File: config.mk
export PLATFORM = sky130hd
export DESIGN_NAME = dram_refresh_ctrl
export DESIGN_NICKNAME = d
export VERILOG_FILES = /design/src/rtl/refresh_pkg.sv /design/src/rtl/rfsh_interval_timer.sv /design/src/rtl/rfsh_request_latch.sv /design/src/rtl/rfsh_row_counter.sv /design/src/rtl/rfsh_sequencer.sv /design/src/rtl/dram_refresh_ctrl.sv
export SDC_FILE = /design/constraint.sdc
export NUM_CORES = 1
export LEC_CHECK = 0
export ABC_AREA = 1
export BUFFER_PORTS_ARGS = -buffer_cell sky130_fd_sc_hd__buf_2
export CAP_MARGIN = 20
export CORE_MARGIN = 5
export CORE_UTILIZATION = 30
export CTS_CLUSTER_SIZE = 28
export DETAILED_ROUTE_END_ITERATION = 8
export PLACE_DENSITY = 0.53
export SYNTH_ARGS = -nofsm -noshare
export SYNTH_HDL_FRONTEND = slang
export SYNTH_HIERARCHICAL = 1
export SYNTH_SLANG_ARGS = --single-unit
File: constraint.sdc
create_clock -name clk -period 1.9 [get_ports clk]
set_input_delay 0.38 -clock clk [delete_from_list [all_inputs] [get_ports clk]]
set_output_delay 0.38 -clock clk [all_outputs]
set_load 0.1 [all_outputs]
File: src/rtl/refresh_pkg.sv
package refresh_pkg;
  typedef enum logic [1:0] {
    CMD_NOP = 2'd0,
    CMD_ACT = 2'd1,
    CMD_PRE = 2'd2
  } dram_cmd_e;

  typedef enum logic [1:0] {
    SQ_IDLE       = 2'd0,
    SQ_CLOSE_WAIT = 2'd1,
    SQ_ACT_WAIT   = 2'd2,
    SQ_PRE_WAIT   = 2'd3
  } seq_state_e;
endpackage

File: src/rtl/rfsh_interval_timer.sv
// Paces refresh: a row tick every INTERVAL cycles, a window tick every ROWS row ticks.
module rfsh_interval_timer #(
  parameter int INTERVAL = 488,
  parameter int ROWS     = 16384
) (
  input  logic clk,
  input  logic rst,
  output logic row_tick,
  output logic window_tick
);
  localparam int CNT_W = $clog2(INTERVAL + 1);
  localparam int IDX_W = $clog2(ROWS);
  localparam logic [CNT_W-1:0] CNT_LAST = CNT_W'(INTERVAL - 1);
  localparam logic [IDX_W-1:0] IDX_LAST = IDX_W'(ROWS - 1);

  logic [CNT_W-1:0] cnt;
  logic [IDX_W-1:0] idx;

  always_ff @(posedge clk) begin
    if (rst) begin
      cnt         <= '0;
      idx         <= '0;
      row_tick    <= 1'b0;
      window_tick <= 1'b0;
    end else begin
      row_tick    <= 1'b0;
      window_tick <= 1'b0;
      if (cnt == CNT_LAST) begin
        cnt      <= '0;
        row_tick <= 1'b1;
        if (idx == IDX_LAST) begin
          idx         <= '0;
          window_tick <= 1'b1;
        end else begin
          idx <= idx + 1'b1;
        end
      end else begin
        cnt <= cnt + 1'b1;
      end
    end
  end
endmodule

File: src/rtl/rfsh_request_latch.sv
// Holds one outstanding refresh request; requests arriving while one is held merge.
module rfsh_request_latch (
  input  logic clk,
  input  logic rst,
  input  logic mode_burst,
  input  logic row_tick,
  input  logic window_tick,
  input  logic take,
  output logic pending
);
  logic req;
  assign req = mode_burst ? window_tick : row_tick;

  always_ff @(posedge clk) begin
    if (rst) pending <= 1'b0;
    else     pending <= req | (pending & ~take);
  end
endmodule

File: src/rtl/rfsh_row_counter.sv
// Row pointer with wrap after the last row.
module rfsh_row_counter #(
  parameter int ROWS  = 16384,
  parameter int ROW_W = $clog2(ROWS)
) (
  input  logic             clk,
  input  logic             rst,
  input  logic             step,
  output logic [ROW_W-1:0] row_q,
  output logic [ROW_W-1:0] row_nxt,
  output logic             at_last
);
  localparam logic [ROW_W-1:0] ROW_LAST = ROW_W'(ROWS - 1);

  assign at_last = (row_q == ROW_LAST);
  assign row_nxt = at_last ? '0 : row_q + 1'b1;

  always_ff @(posedge clk) begin
    if (rst)       row_q <= '0;
    else if (step) row_q <= row_nxt;
  end
endmodule

File: src/rtl/rfsh_sequencer.sv
// Command sequencer: optional close, then activate / precharge per row with timing waits.
module rfsh_sequencer
  import refresh_pkg::*;
#(
  parameter int ROW_W = 14,
  parameter int T_RAS = 4,
  parameter int T_RP  = 2
) (
  input  logic             clk,
  input  logic             rst,
  input  logic             pending,
  input  logic             sched_busy,
  input  logic             mode_burst,
  input  logic             row_open,
  input  logic [ROW_W-1:0] row_q,
  input  logic [ROW_W-1:0] row_nxt,
  input  logic             at_last,
  output logic             take,
  output logic             step,
  output logic             cmd_valid,
  output logic [1:0]       cmd_kind,
  output logic [ROW_W-1:0] cmd_row,
  output logic             ref_busy,
  output logic             sweep_done
);
  localparam int T_MAX  = (T_RAS > T_RP) ? T_RAS : T_RP;
  localparam int WAIT_W = $clog2(T_MAX + 1);
  localparam logic [WAIT_W-1:0] RAS_LOAD = WAIT_W'(T_RAS - 1);
  localparam logic [WAIT_W-1:0] RP_LOAD  = WAIT_W'(T_RP - 1);

  seq_state_e        st;
  logic [WAIT_W-1:0] wait_cnt;
  logic              wait_z;
  logic              burst_q;

  assign wait_z = (wait_cnt == '0);
  assign take   = (st == SQ_IDLE) && pending && !sched_busy;
  assign step   = (st == SQ_PRE_WAIT) && wait_z;

  always_ff @(posedge clk) begin
    if (rst) begin
      st         <= SQ_IDLE;
      wait_cnt   <= '0;
      burst_q    <= 1'b0;
      cmd_valid  <= 1'b0;
      cmd_kind   <= CMD_NOP;
      cmd_row    <= '0;
      ref_busy   <= 1'b0;
      sweep_done <= 1'b0;
    end else begin
      cmd_valid  <= 1'b0;
      sweep_done <= 1'b0;
      case (st)
        SQ_IDLE: begin
          if (take) begin
            ref_busy  <= 1'b1;
            burst_q   <= mode_burst;
            cmd_valid <= 1'b1;
            if (row_open) begin
              cmd_kind <= CMD_PRE;
              wait_cnt <= RP_LOAD;
              st       <= SQ_CLOSE_WAIT;
            end else begin
              cmd_kind <= CMD_ACT;
              cmd_row  <= row_q;
              wait_cnt <= RAS_LOAD;
              st       <= SQ_ACT_WAIT;
            end
          end
        end
        SQ_CLOSE_WAIT: begin
          if (wait_z) begin
            cmd_valid <= 1'b1;
            cmd_kind  <= CMD_ACT;
            cmd_row   <= row_q;
            wait_cnt  <= RAS_LOAD;
            st        <= SQ_ACT_WAIT;
          end else begin
            wait_cnt <= wait_cnt - 1'b1;
          end
        end
        SQ_ACT_WAIT: begin
          if (wait_z) begin
            cmd_valid <= 1'b1;
            cmd_kind  <= CMD_PRE;
            wait_cnt  <= RP_LOAD;
            st        <= SQ_PRE_WAIT;
          end else begin
            wait_cnt <= wait_cnt - 1'b1;
          end
        end
        SQ_PRE_WAIT: begin
          if (wait_z) begin
            sweep_done <= at_last;
            if (burst_q && !at_last) begin
              cmd_valid <= 1'b1;
              cmd_kind  <= CMD_ACT;
              cmd_row   <= row_nxt;
              wait_cnt  <= RAS_LOAD;
              st        <= SQ_ACT_WAIT;
            end else begin
              ref_busy <= 1'b0;
              st       <= SQ_IDLE;
            end
          end else begin
            wait_cnt <= wait_cnt - 1'b1;
          end
        end
        default: st <= SQ_IDLE;
      endcase
    end
  end
endmodule

File: src/rtl/dram_refresh_ctrl.sv
module dram_refresh_ctrl #(
  parameter int ROWS      = 16384,
  parameter int CLK_KHZ   = 125000,
  parameter int WINDOW_MS = 64,
  parameter int T_RAS     = 4,
  parameter int T_RP      = 2,
  localparam int ROW_W    = $clog2(ROWS),
  localparam int INTERVAL = (CLK_KHZ * WINDOW_MS) / ROWS
) (
  input  logic             clk,
  input  logic             rst,
  input  logic             mode_burst,
  input  logic             row_open,
  input  logic             sched_busy,
  output logic             cmd_valid,
  output logic [1:0]       cmd_kind,
  output logic [ROW_W-1:0] cmd_row,
  output logic             ref_busy,
  output logic             sweep_done
);
  logic             row_tick, window_tick, pending, take, step, at_last;
  logic [ROW_W-1:0] row_q, row_nxt;

  rfsh_interval_timer #(.INTERVAL(INTERVAL), .ROWS(ROWS)) u_timer (
    .clk(clk), .rst(rst), .row_tick(row_tick), .window_tick(window_tick)
  );

  rfsh_request_latch u_req (
    .clk(clk), .rst(rst), .mode_burst(mode_burst), .row_tick(row_tick),
    .window_tick(window_tick), .take(take), .pending(pending)
  );

  rfsh_row_counter #(.ROWS(ROWS), .ROW_W(ROW_W)) u_rows (
    .clk(clk), .rst(rst), .step(step), .row_q(row_q), .row_nxt(row_nxt),
    .at_last(at_last)
  );

  rfsh_sequencer #(.ROW_W(ROW_W), .T_RAS(T_RAS), .T_RP(T_RP)) u_seq (
    .clk(clk), .rst(rst), .pending(pending), .sched_busy(sched_busy),
    .mode_burst(mode_burst), .row_open(row_open), .row_q(row_q),
    .row_nxt(row_nxt), .at_last(at_last), .take(take), .step(step),
    .cmd_valid(cmd_valid), .cmd_kind(cmd_kind), .cmd_row(cmd_row),
    .ref_busy(ref_busy), .sweep_done(sweep_done)
  );
endmodule

==> summary.md, run 1 <==
| Metric | Value |
|---|---|
| Crit end category | flip-flop |
| Synth top cells by count | sky130_fd_sc_hd__nand2_1, sky130_fd_sc_hd__nor2_1, sky130_fd_sc_hd__inv_1 |
| Num ports | 24 |
| First-pass GRT wire length | roughly 14,000 µm |
| Proportion of power drawn by combinational gates | 48.4% |
| Clock input transition at the sequential cells of the worst setup and hold paths | 0.06 ns |
| Clock sink count | 65 |
| Part of the Yosys area used for sequential elements | 36.1% |
| Reg2Reg Depth | 10 |
| Hold slack | around 0.34 ns |
| Nets@finish | 567 |
| Primary FF master, synth | sky130_fd_sc_hd__dfxtp_1 |
| Pin count of the biggest net entering global routing | 23 |
| Post-route DRC | 0 |
| Number of antenna violations at the first check in global routing | 0 |
| Power per cell area | 1600 nW/µm² |
| Peak VDD IR | 639 µV |
| Startpoint of the worst register-to-register path | u_seq/st[0]$_SDFFE_PP0P_ |
| Setup slack of the most critical reg-to-reg path | 0.15 ns |
| Number of clock buffers inserted by TritonCTS | 9 |
| Total half-perimeter wirelength after legalization and detailed placement | 5790 µm |
| Count of flip-flops with a built-in enable after synthesis | 0 |
| Hold violation total from the final report | 0 |
| RePlAce Congestion | approximately 0.8 |
| Maximum clock rate | ~570 MHz |
| Top cell type's share of synthesized area | 36.1% |
| Final-layout setup total negative slack | 0 ns |
| Arrival time worst endpoint | just under 2 ns |
| Initial cell density of the core | 30.3% |
| Placed cell count | 686 |
| Floorplan Core Area | ~12,000 µm² |
| Largest cells by area after synthesis | sky130_fd_sc_hd__dfxtp_1, sky130_fd_sc_hd__nand2_1, sky130_fd_sc_hd__nor2_1, sky130_fd_sc_hd__inv_1, sky130_fd_sc_hd__mux2i_1 |
| Bufs on Longest Clock Path | 2 |
| Total of buffers placed on input and output ports | 23 |
| Detail-routed net length per standard cell | 11.4 µm |
| Count of fill cells added during filler insertion | 1,270 |
| Share of cells above drive strength 1 | 19.9% |
| Worst relative slew slack | 50.6% |
| Critical path fanouts, max | 13 |
| Sw Ratio | 47.9% |
| Overall routed net length | between 8000 and 9000 µm |
| Synth Cell Area | 3600 µm² |
| Origin of the worst setup path | u_seq/st[0]$_SDFFE_PP0P_ |
| Asr flop ratio synth | 0% |
| Final critical-path share of the clock period | 92.2% |
| CTS Root Buffer Type | sky130_fd_sc_hd__clkbuf_16 |
| Final Instance Count excl. Fillers | 705 |
| Number of standard cells after synthesis | 512 |
| Nature of the critical path startpoint | flip-flop |
| Final Power | 6930 µW |
| Leading cell type by number of instances after synthesis | sky130_fd_sc_hd__nand2_1 |
| Clock tree from TritonCTS | done |
| Level count of the clock H-tree | 3 |
| Final ANT Viol Nets | 0 |
| Total via count after detailed routing | 3,184 |
| Final setup skew | around 0.010 ns |
| Maximum capacitance violations | 0 |
| Antenna diode count | 0 |
| Clock insertion delay at the later pin of the skew report | between 0.3 and 0.4 ns |
| Worst setup path category | reg2reg |
| Crit path time final | 1.75 ns |
| Cell variety after synth | 38 |
| Synth Area per Inst | 7.04 µm² |
| Setup repair after global routing missed its margin | false |
| Vias in the first global route | 3,072 |
| Area Overhead vs Synth | 20.5% |
| Pre-antenna DRT Iters | 5 |
| Count of state elements after synthesis | 65 |
| Switching power summed over all nets | 3320 µW |
| Warnings, synthesis | 6 |
| Overall fraction of global-route tracks in use | 12.0% |
| Library cell with the largest summed area after synthesis | sky130_fd_sc_hd__dfxtp_1 |
| Setup violation total in the final timing report | 0 |
| Floorplan die width | 120 µm |
| Floorplan die area | 14,300 µm² |
| Num rows | 40 |
| Static leakage power | 0.00202 µW |
| GR Overflow Total | 0 |
| Proportion of power drawn by flip-flops and latches | 25.9% |
| Post-synth net total | 526 |
| Number of hold buffers added after CTS | 0 |
| Status | finished, final reports clean |
| Worst r2r dst | u_seq/cmd_row[3]$_SDFFE_PP0P_ |
| Die height | 120 µm |
| First-iteration detailed-routing DRC count | 99 |
| Worst min-delay path category | in2reg |
| Termination of the worst setup path | u_seq/cmd_row[3]$_SDFFE_PP0P_ |
| Final-report max-slew violation count | 0 |
| Worst Max-Slew Pin Slew | 0.741 ns |
| Via density per instance | 4.52 |
| Cell internal pwr | about 3600 µW |
| Share of power burned in the clock network | between 20% and 30% |
| WP data required | 2.13 ns |
layout by cell type, fill, tap and decap left out, types with 11 or more instances in the layout:
master | Yosys | layout
sky130_fd_sc_hd__a21oi_1 | 26 | 25
sky130_fd_sc_hd__nand2_1 | 119 | 117
sky130_fd_sc_hd__inv_1 | 68 | 68
sky130_fd_sc_hd__dfxtp_1 | 65 | 63
sky130_fd_sc_hd__buf_2 | 2 | 23
sky130_fd_sc_hd__buf_4 | 1 | 15
sky130_fd_sc_hd__nor2_1 | 74 | 74
sky130_fd_sc_hd__o21ai_0 | 19 | 19
sky130_fd_sc_hd__mux2i_1 | 14 | 14
sky130_fd_sc_hd__nand3_1 | 25 | 25
sky130_fd_sc_hd__nor2_4 | 8 | 11
power by group through the flow:
stage          registers [µW]  logic [µW]  clock network (µW)
5_1_grt                  1830        3650                1920
3_3_place_gp             1820        3100                   0
3_5_place_dp             1820        3130                   0
6_report                 1790        3350                1790
2_1_floorplan            3060        1380                   0
4_1_cts                  1800        3300                1850
per-layer routing:
layer  up-vias  wire [µm]  GRT usage, %
li1       1695          -             -
met1      1441       3770          14.0
met2        41       3890          20.3
met3         7        338          4.57
met4         0         41          4.01
met5         -          0             0
cell type report:
cell class              instances  area [µm²]  share of cell area (%)
well taps                     147         184                    4.24
flip-flops and latches         65        1300                    30.0
clock inverters                 7        93.8                    2.16
clock buffers                   9         225                    5.19
repair buffers                 39         248                    5.71
inverters                      75         283                    6.51
multi-input cells             363        2000                    46.2
cell families after synthesis:
kind of cell | count (synthesis) | synth area share (%)
xor gates and xnor gates | 11 | 2.67
muxes | 14 | 3.89
and+or+nand+nor | 267 | 35.5
buffers and inverters | 86 | 9.58
DFF | 65 | 36.1
AOI/OAI and AO/OA | 60 | 9.17
adders and majority gates | 9 | 3.13
how the worst min path moves through the flow:
stage | from | end | slack (ns) | cells past startpoint
after CTS | mode_burst | u_seq/burst_q$_SDFFE_PP0P_ | 0.33 | 3
final | rst | u_timer/window_tick$_SDFF_PP0_ | 0.34 | 2
after global placement | u_timer/cnt[0]$_SDFF_PP0_ | u_timer/cnt[0]$_SDFF_PP0_ | 0.43 | 1
after detailed placement | u_timer/cnt[0]$_SDFF_PP0_ | u_timer/cnt[0]$_SDFF_PP0_ | 0.44 | 1
after floorplan | u_timer/cnt[0]$_SDFF_PP0_ | u_timer/cnt[0]$_SDFF_PP0_ | 0.42 | 1
after global routing | rst | u_timer/idx[2]$_SDFFE_PP0N_ | 0.35 | 2
state kept, by name (all words and copies together), names as in the netlist:
register / count
u_seq/cmd_row: 14
u_seq/cmd_valid: 1
u_seq/ref_busy: 1
u_seq/burst_q: 1
u_timer/window_tick: 1
u_timer/idx: 14
u_seq/sweep_done: 1
u_seq/wait_cnt: 3
u_rows/row_q: 14
u_req/pending: 1
u_seq/st: 2
u_timer/row_tick: 1
u_timer/cnt: 9
u_seq/cmd_kind: 2
critical path, stage by stage, from the launching register on:
cell,delay (ns)
sky130_fd_sc_hd__dfxtp_1,0.34
sky130_fd_sc_hd__inv_1,0.13
sky130_fd_sc_hd__ha_1,0.28
sky130_fd_sc_hd__nand3_2,0.15
sky130_fd_sc_hd__nand2_2,0.09
sky130_fd_sc_hd__nand2_2,0.17
sky130_fd_sc_hd__nor2_4,0.18
sky130_fd_sc_hd__buf_12,0.14
sky130_fd_sc_hd__nand2_1,0.05
sky130_fd_sc_hd__nand2_1,0.05
sky130_fd_sc_hd__nor2_1,0.05
what timing repair did:
| item | 4_1_cts | 5_1_grt |
|---|---|---|
| pin swaps | 2 | 5 |
| setup buffers | 1 | 0 |
| gates resized for setup | 1 | 7 |
| cloned | 1 | 1 |
| setup endpoints to repair | 1 | 14 |
metrics by stage:
stage | util (%) | setup slack (ns) | cell area (µm²)
6_report | 36.4 | 0.149 | 4340
5_1_grt | 36.4 | 0.0185 | 4340
4_1_cts | 36.2 | 0.0432 | 4310
3_5_place_dp | 33.2 | 0.0121 | 3950
3_3_place_gp | 33.2 | 0.0741 | 3950
2_1_floorplan | - | 0.118 | 3600
(Power assumes the default switching activity.)
==> run 2: changes to the inputs <==
- CORE_UTILIZATION: 30 -> 54
- HOLD_SLACK_MARGIN: default -> 0.03
- PLACE_DENSITY: 0.53 -> 0.8
==> run 2 against run 1 <==
  * Clock-buffer cell count increased by 2
  * Routed wire length decreased by 9.0%
  * Flip-flop and latch count unchanged
  * Die area decreased by 41%
  * Utilization increased by 28 points
  * Sequential power about the same
  * Largest cell class unchanged
  * First-iteration DRC count increased by 61%
  * Worst hold slack got worse by 0.014 ns
  * Final area decreased by 4.1%
  * Clock power decreased by 26%
  * Clock skew decreased by 0.0046 ns
  * Largest power group unchanged
==> summary.md, run 2 (synthesized netlist as in run 1, its figures left out) <==
| Metric | Value |
|---|---|
| Antenna diode count | 0 (unchanged) |
| Total via count after detailed routing | 3,174 (-0.31%) |
| Hold violation total from the final report | 0 (unchanged) |
| Pre-antenna DRT Iters | 4 (-1) |
| Nature of the critical path startpoint | flip-flop |
| Slowest stage cell, crit path | sky130_fd_sc_hd__dfxtp_2 |
| Share of cells above drive strength 1 | 19.3% (-0.58 points) |
| Combined area of the multi-input logic cells | 2000 µm² (about the same) |
| Maximum clock rate | 575 MHz (+0.74%) |
| Total half-perimeter wirelength after legalization and detailed placement | 5220 µm (-9.9%) |
| Worst relative slew slack | 59.7% (+9.1 points) |
| Count of fill cells added during filler insertion | 555 (-56%) |
| Num rows | 29 (-28%) |
| Area Overhead vs Synth | 15.6% |
| Bufs on Longest Clock Path | 2 (unchanged) |
| RePlAce Congestion | 0.848 (+7.9%) |
| Status | finished, final reports clean |
| WP data required | 2.14 ns (about the same) |
| Overall routed net length | 7320 µm (-9.0%) |
| Clock tree from TritonCTS | done |
| Number of clock buffers inserted by TritonCTS | 9 (unchanged) |
| Reg2Reg Depth | 13 (+3) |
| Floorplan die width | 91.7 µm (-23%) |
| Post-route DRC | 0 (unchanged) |
| Storage cell area | 1300 µm² (unchanged) |
| Number of hold buffers added after CTS | 0 (unchanged) |
| Num ports | 24 (unchanged) |
| Hold slack | 0.328 ns (-0.0144 ns) |
| Critical path fanouts, max | 12 (-1) |
| Floorplan die area | 8410 µm² (-41%) |
| Critical path cell sequence | ha_4, nand2_4, nor2_4, nand4_4, inv_1, inv_2, nand2_1, nand2_2, nand3_4, nor2_8, buf_12, nor2_1, nor2_1 |
| Level count of the clock H-tree | 3 (unchanged) |
| Vias in the first global route | 2,967 (-3.4%) |
| Final-report max-slew violation count | 0 (unchanged) |
| Final core occ | 64.8% (+28 points) |
| Nets@finish | 563 (-0.71%) |
| Number of antenna violations at the first check in global routing | 0 (unchanged) |
| Worst setup path category | reg2reg |
| Final ANT Viol Nets | 0 (unchanged) |
| Cell mode on critical path | sky130_fd_sc_hd__nor2_1 |
| Worst Setup Slack, final | 0.162 ns (+0.0129 ns) |
| Peak VDD IR | 619 µV (-3.3%) |
| Crit path time final | 1.74 ns (-0.0129 ns) |
| Final critical-path share of the clock period | 91.5% (-0.68 points) |
| Worst hold path stage count | 3 (+1) |
| Die height | 91.7 µm (-23%) |
| Worst Max-Slew Pin Slew | 0.604 ns (-0.137 ns) |
| Overall fraction of global-route tracks in use | 17.9% (+5.9 points) |
| Clock insertion delay at the later pin of the skew report | 0.35 ns (about the same) |
| Most common cell after layout, fill and taps aside | sky130_fd_sc_hd__nand2_1 |
| Most used cells in the layout excluding fill and tap cells | sky130_fd_sc_hd__nand2_1, sky130_fd_sc_hd__nor2_1, sky130_fd_sc_hd__inv_1 |
| Setup violation total in the final timing report | 0 (unchanged) |
| CTS Root Buffer Type | sky130_fd_sc_hd__clkbuf_8 |
| First-pass GRT wire length | 12,400 µm (-11%) |
| Floorplan Core Area | 6420 µm² (-46%) |
| Clock sink count | 65 (unchanged) |
| Pin count of the biggest net entering global routing | 29 (+26%) |
| Crit end category | flip-flop |
| Total of buffers placed on input and output ports | 23 (unchanged) |
| Clock input transition at the sequential cells of the worst setup and hold paths | 0.07 ns (about the same) |
| First-iteration detailed-routing DRC count | 159 (+61%) |
| Detail-routed net length per standard cell | 11.6 µm (+1.7%) |
| Via density per instance | 5.03 (+11%) |
| Setup repair after global routing missed its margin | false |
| Maximum capacitance violations | 0 (unchanged) |
| Static leakage power | 0.00198 µW (-1.7%) |
| Top flop regs | u_rows/row_q x14, u_seq/cmd_row x14, u_timer/idx x14 |
| Final-layout setup total negative slack | 0 ns (unchanged) |
| Final setup skew | 0.00562 ns (-0.00462 ns) |
| CP max stage delay | 0.35 ns (about the same) |
| Arrival time worst endpoint | 1.98 ns (about the same) |
| Worst min-delay path category | in2reg |
| Initial cell density of the core | 56.1% (+26 points) |
| Power per cell area | 1540 nW/µm² (-3.4%) |
| Placement-stage worst setup slack | 0.117 ns (+0.105 ns) |
| GR Overflow Total | 0 (unchanged) |
-- run 2: changes by cell type in the layout (fill, tap and decap cells not counted), sizes merged --
| cell | delta |
|---|---|
| buf | -3 |
| clkbuf | +2 |
| clkinvlp | -1 |
| inv | -1 |
| nor2 | -1 |
-- run 2: final timing paths --
path	from	to	slack, ns
setup / recovery	u_rows/row_q[1]$_SDFFE_PP0P_	u_seq/cmd_row[7]$_SDFFE_PP0P_	0.16
hold / removal	mode_burst	u_seq/burst_q$_SDFFE_PP0P_	0.33
setup reg to reg	u_rows/row_q[1]$_SDFFE_PP0P_	u_seq/cmd_row[7]$_SDFFE_PP0P_	0.16
hold reg to reg	u_timer/cnt[0]$_SDFF_PP0_	u_timer/cnt[0]$_SDFF_PP0_	0.45
-- run 2: worst max-delay path, delay by kind of cell (launching register included) --
family | cells | cell delay (ns)
simple gates | 9 | 0.87
fa+ha+maj | 1 | 0.15
flops | 1 | 0.35
buf+inv | 3 | 0.26
-- run 2: repair_timing --
item | CTS | global route
endpoints found under the setup margin | 0 | 13
buffers inserted | 0 | 2
resized for setup | 0 | 9
-- run 2: layout make-up --
cell class              count  share of cell area (%)
clock inverters             5                    1.86
multi-input cells         362                    48.1
repair buffers             36                    6.01
flip-flops and latches     65                    31.3
inverters                  75                    6.79
clock buffers              11                    3.64
well taps                  77                    2.31
-- run 2: routing by layer --
metal / routed length (µm) / vias to the layer above / track usage [%]
met3: 372 / 7 / 5.16
met4: 103 / 0 / 6.44
met1: 3190 / 1428 / 20.2
li1: - / 1683 / -
met2: 3650 / 56 / 32.1
met5: 0 / - / 0
-- run 2: stage by stage --
| step | total power [µW] | cell area, µm² | instances |
|---|---|---|---|
| 2_1_floorplan | 4430 | 3600 | 512 |
| 4_1_cts | 6270 | 4090 | 628 |
| 6_report | 6420 | 4160 | 631 |
| 3_3_place_gp | 4860 | 3860 | 612 |
| 3_5_place_dp | 4920 | 3860 | 612 |
| 5_1_grt | 6830 | 4160 | 631 |
-- run 2: power by group --
part	switching [µW]	internal, µW	total, µW
registers	167	1620	1790
logic	2450	846	3290
clock network	527	805	1330
==> run 3: changes to the inputs <==
- ABC_AREA: 1 -> default
- CORE_UTILIZATION: 54 -> 30
- GPL_TIMING_DRIVEN: default -> 0
- PLACE_DENSITY: 0.8 -> 0.53
==> run 3 against run 2 <==
  * The run now ends with setup timing left
  * Largest cell class unchanged
  * Final area up 9.9%
  * Combinational power down 50%
  * Fmax decreased by 18%
  * Setup slack got worse by 0.39 ns
  * Die area grew 61%
  * Sequential power is 9% lower
==> summary.md, run 3 <==
| Metric | Value |
|---|---|
| RePlAce Congestion | 0.789 (-7.0%) |
| Critical path cell sequence | ha_4, and4_4, or4b_4, clkinv_8, nand2b_4, a221oi_4, buf_6, clkbuf_16, a21oi_4, a211oi_2 |
| CP max stage delay | 0.52 ns (+0.17 ns) |
| Worst Hold Path EP | u_seq/burst_q$_SDFFE_PP0P_ |
| Level count of the clock H-tree | 3 (unchanged) |
| Setup repair after global routing missed its margin | true |
| Arrival time worst endpoint | 2.31 ns (+0.33 ns) |
| CTS Root Buffer Type | sky130_fd_sc_hd__clkbuf_16 |
| Violations in the final reports | setup timing |
| Hold slack | 0.336 ns (+0.00800 ns) |
| Status | finished, violations left |
| Clock tree from TritonCTS | done |
| Final ANT Viol Nets | 0 (unchanged) |
| Setup violation total in the final timing report | 22 (+22) |
| Number of buffer and inverter stages on the critical path | 3 (unchanged) |
| Leading cell type by number of instances after synthesis | sky130_fd_sc_hd__dfxtp_1 |
| Setup slack of the most critical reg-to-reg path | -0.23 ns (-0.39 ns) |
| Worst Setup Slack, final | -0.229 ns (-0.391 ns) |
| Pin count of the biggest net entering global routing | 12 (-59%) |
| First-pass GRT wire length | 13,500 µm (+9.1%) |
| Total half-perimeter wirelength after legalization and detailed placement | 5280 µm (+1.1%) |
| Fraction of met1 tracks used by global routing | 15.8% (-4.4 points) |
| Power per cell area | 1070 nW/µm² (-31%) |
| Die height | 116 µm (+27%) |
| Share of cells above drive strength 1 | 31.3% (+12 points) |
| Overall routed net length | 7920 µm (+8.2%) |
| Clock input transition at the sequential cells of the worst setup and hold paths | 0.05 ns (-0.02 ns) |
| Met3 GRT Util | 3.83% (-1.3 points) |
| Most used cells in the layout excluding fill and tap cells | sky130_fd_sc_hd__dfxtp_1, sky130_fd_sc_hd__nor2_1, sky130_fd_sc_hd__buf_2 |
| Final setup skew | 0.00441 ns (-0.00121 ns) |
| Antenna diode count | 0 (unchanged) |
| Num rows | 38 (+31%) |
| Worst setup path category | reg2reg |
| Post-synth net total | 400 (-24%) |
| Crit path time final | 2.13 ns (+0.391 ns) |
| Synth Cell Area | 3400 µm² (-5.8%) |
| Number of antenna violations at the first check in global routing | 0 (unchanged) |
| Fraction of met2 tracks used by global routing | 20.0% (-12 points) |
| Cell family with the largest share of critical-path delay | simple AND/OR/NAND/NOR gates |
| Warnings, synthesis | 6 (unchanged) |
| Final-report max-slew violation count | 0 (unchanged) |
| Synth Area per Inst | 8.80 µm² (+25%) |
| Worst hold path stage count | 3 (unchanged) |
| Worst min-delay path category | in2reg |
| Via density per instance | 5.03 (about the same) |
| Reg2Reg Depth | 10 (-3) |
| Nets@finish | 451 (-20%) |
| Number of clock buffers inserted by TritonCTS | 9 (unchanged) |
| Worst r2r dst | u_seq/cmd_row[9]$_SDFFE_PP0P_ |
| WP data required | 2.08 ns (-0.06 ns) |
| Area Overhead vs Synth | 34.8% |
| Most common cell after layout, fill and taps aside | sky130_fd_sc_hd__dfxtp_1 |
| Peak VDD IR | 707 µV (+14%) |
| Primary FF master, synth | sky130_fd_sc_hd__dfxtp_1 |
| First-iteration detailed-routing DRC count | 136 (-14%) |
| Number of standard cells after synthesis | 386 (-25%) |
| Critical path fanouts, max | 5 (-7) |
| Bufs on Longest Clock Path | 2 (unchanged) |
| Synth top cells by count | sky130_fd_sc_hd__dfxtp_1, sky130_fd_sc_hd__nor2_1, sky130_fd_sc_hd__a21oi_1 |
| Largest cells by area after synthesis | sky130_fd_sc_hd__dfxtp_1, sky130_fd_sc_hd__mux2i_1, sky130_fd_sc_hd__nor2_1, sky130_fd_sc_hd__xor2_1, sky130_fd_sc_hd__a21oi_1 |
| Maximum capacitance violations | 0 (unchanged) |
| Hold Path Origin | mode_burst |
| Floorplan die area | 13,500 µm² (+61%) |
| Top flop regs | u_rows/row_q x14, u_seq/cmd_row x14, u_timer/idx x14 |
| Asr flop ratio synth | 0% (unchanged) |
| Worst Max-Slew Pin Slew | 0.672 ns (+0.0682 ns) |
| Cell variety after synth | 58 (+53%) |
| Pre-antenna DRT Iters | 4 (unchanged) |
| Floorplan die width | 116 µm (+27%) |
| Clock insertion delay at the later pin of the skew report | 0.32 ns (-0.03 ns) |
| Initial cell density of the core | 30.9% (-25 points) |
| Floorplan Core Area | 11,000 µm² (+71%) |
| Part of the Yosys area used for sequential elements | 38.3% (+2.2 points) |
| Count of state elements after synthesis | 65 (unchanged) |
| Startpoint of the worst register-to-register path | u_rows/row_q[1]$_SDFFE_PP0P_ |
| Hold violation total from the final report | 0 (unchanged) |
| Placement-stage worst setup slack | -0.681 ns (-0.799 ns) |
| Crit end category | flip-flop |
| Worst relative slew slack | 55.2% (-4.5 points) |
| Layer with the highest usage after global routing | met2 |
| Detail-routed net length per standard cell | 13.6 µm (+18%) |
| Maximum clock rate | 470 MHz (-18%) |
| Vias in the first global route | 2,784 (-6.2%) |
| Final critical-path share of the clock period | 112% (+21 points) |
| Post-route DRC | 0 (unchanged) |
| Total via count after detailed routing | 2,921 (-8.0%) |
| Library cell with the largest summed area after synthesis | sky130_fd_sc_hd__dfxtp_1 |
| Top cell type's share of synthesized area | 38.3% (+2.2 points) |
| Num ports | 24 (unchanged) |
| Static leakage power | 0.00165 µW (-17%) |
| Clock sink count | 65 (unchanged) |
| Overall fraction of global-route tracks in use | 12.4% (-5.5 points) |
| Total of buffers placed on input and output ports | 23 (unchanged) |
| Slowest stage cell, crit path | sky130_fd_sc_hd__or4b_4 |
| Nature of the critical path startpoint | flip-flop |
| Count of flip-flops with a built-in enable after synthesis | 0 (unchanged) |
| GR Overflow Total | 0 (unchanged) |
[run 3: cell count changes after synthesis, moves of 7 or more]
cell and delta:
sky130_fd_sc_hd__xor2_1 +10, sky130_fd_sc_hd__nor2_4 -8, sky130_fd_sc_hd__mux2i_1 +7, sky130_fd_sc_hd__nand3_1 -7, sky130_fd_sc_hd__or3_1 +9, sky130_fd_sc_hd__nor2_1 -29, sky130_fd_sc_hd__buf_4 +7, sky130_fd_sc_hd__nand2_1 -96
sky130_fd_sc_hd__o21ai_0 -12, sky130_fd_sc_hd__xnor2_1 +8, sky130_fd_sc_hd__inv_1 -61, sky130_fd_sc_hd__a211oi_1 +14, sky130_fd_sc_hd__nand4_1 +7
[run 3: cell families (layout without fill, tap and decap cells)]
logic type	Yosys count	after routing	share of synthesized area, %
adders and majority gates	9	9	3.32
muxes	22	22	6.52
and+or+nand+nor	157	157	25.9
xor gates and xnor gates	29	29	7.48
AOI/OAI and AO/OA	72	72	13.6
DFF	65	65	38.3
buffers and inverters	32	87	4.94
[run 3: layout make-up]
class	count	area, µm²
inverter	8	42.5
clock inverter	1	5.00
timing repair buffer	44	347
clock buffer	14	305
buffer	20	150
multi-input combinational	289	2240
tap	140	175
fill	1083	6400
sequential	65	1320
[run 3: report_power, final]
part           switching (µW)  internal (µW)  total, µW
sequential                129           1490       1620
combinational            1070            556       1630
clock                     555           1090       1650
total                    1760           3140       4900
[run 3: worst max-delay path by stage]
stage          cells after the start                    startpoint                             end  slack [ns]
3_5_place_dp                      12  u_rows/row_q[0]$_SDFFE_PP0P_   u_seq/cmd_row[3]$_SDFFE_PP0P_       -0.68
6_report                          10  u_rows/row_q[1]$_SDFFE_PP0P_   u_seq/cmd_row[9]$_SDFFE_PP0P_       -0.23
2_1_floorplan                     12  u_rows/row_q[0]$_SDFFE_PP0P_   u_seq/cmd_row[0]$_SDFFE_PP0P_       -0.45
4_1_cts                           12  u_rows/row_q[0]$_SDFFE_PP0P_   u_seq/cmd_row[9]$_SDFFE_PP0P_       -0.44
3_3_place_gp                      12  u_rows/row_q[0]$_SDFFE_PP0P_   u_seq/cmd_row[3]$_SDFFE_PP0P_       -0.67
5_1_grt                           10  u_rows/row_q[1]$_SDFFE_PP0P_  u_seq/cmd_kind[0]$_SDFFE_PP0P_       -0.30
[run 3: tightest hold or removal path, stage by stage]
cell and delay, ns:
sky130_fd_sc_hd__buf_2 0.11, sky130_fd_sc_hd__mux2i_1 0.07, sky130_fd_sc_hd__nor2_1 0.07
[run 3: routing by layer]
metal / up-vias / part of all wire, %
li1: 1482 / -
met5: - / 0
met4: 0 / 1.5
met1: 1383 / 46
met2: 42 / 48
met3: 14 / 4.5
[run 3: through the flow]
| step | total power (µW) | util [%] | setup TNS (ns) | cells | area [µm²] |
|---|---|---|---|---|---|
| after floorplan | 2730 | - | -7.14 | 386 | 3510 |
| after global placement | 2930 | 34.6 | -13.05 | 549 | 3800 |
| after detailed placement | 2940 | 34.6 | -13.47 | 549 | 3800 |
| after CTS | 4770 | 39.6 | -8.12 | 579 | 4350 |
| after global routing | 5140 | 41.7 | -5.89 | 581 | 4580 |
| final | 4900 | 41.7 | -4.22 | 581 | 4580 |
[run 3: repair_timing]
action,in CTS,in global routing
hold buffers,0,0
cloned,1,2
resized for setup,29,42
pin swaps,9,23
setup endpoints to repair,36,42
buffers inserted,14,5
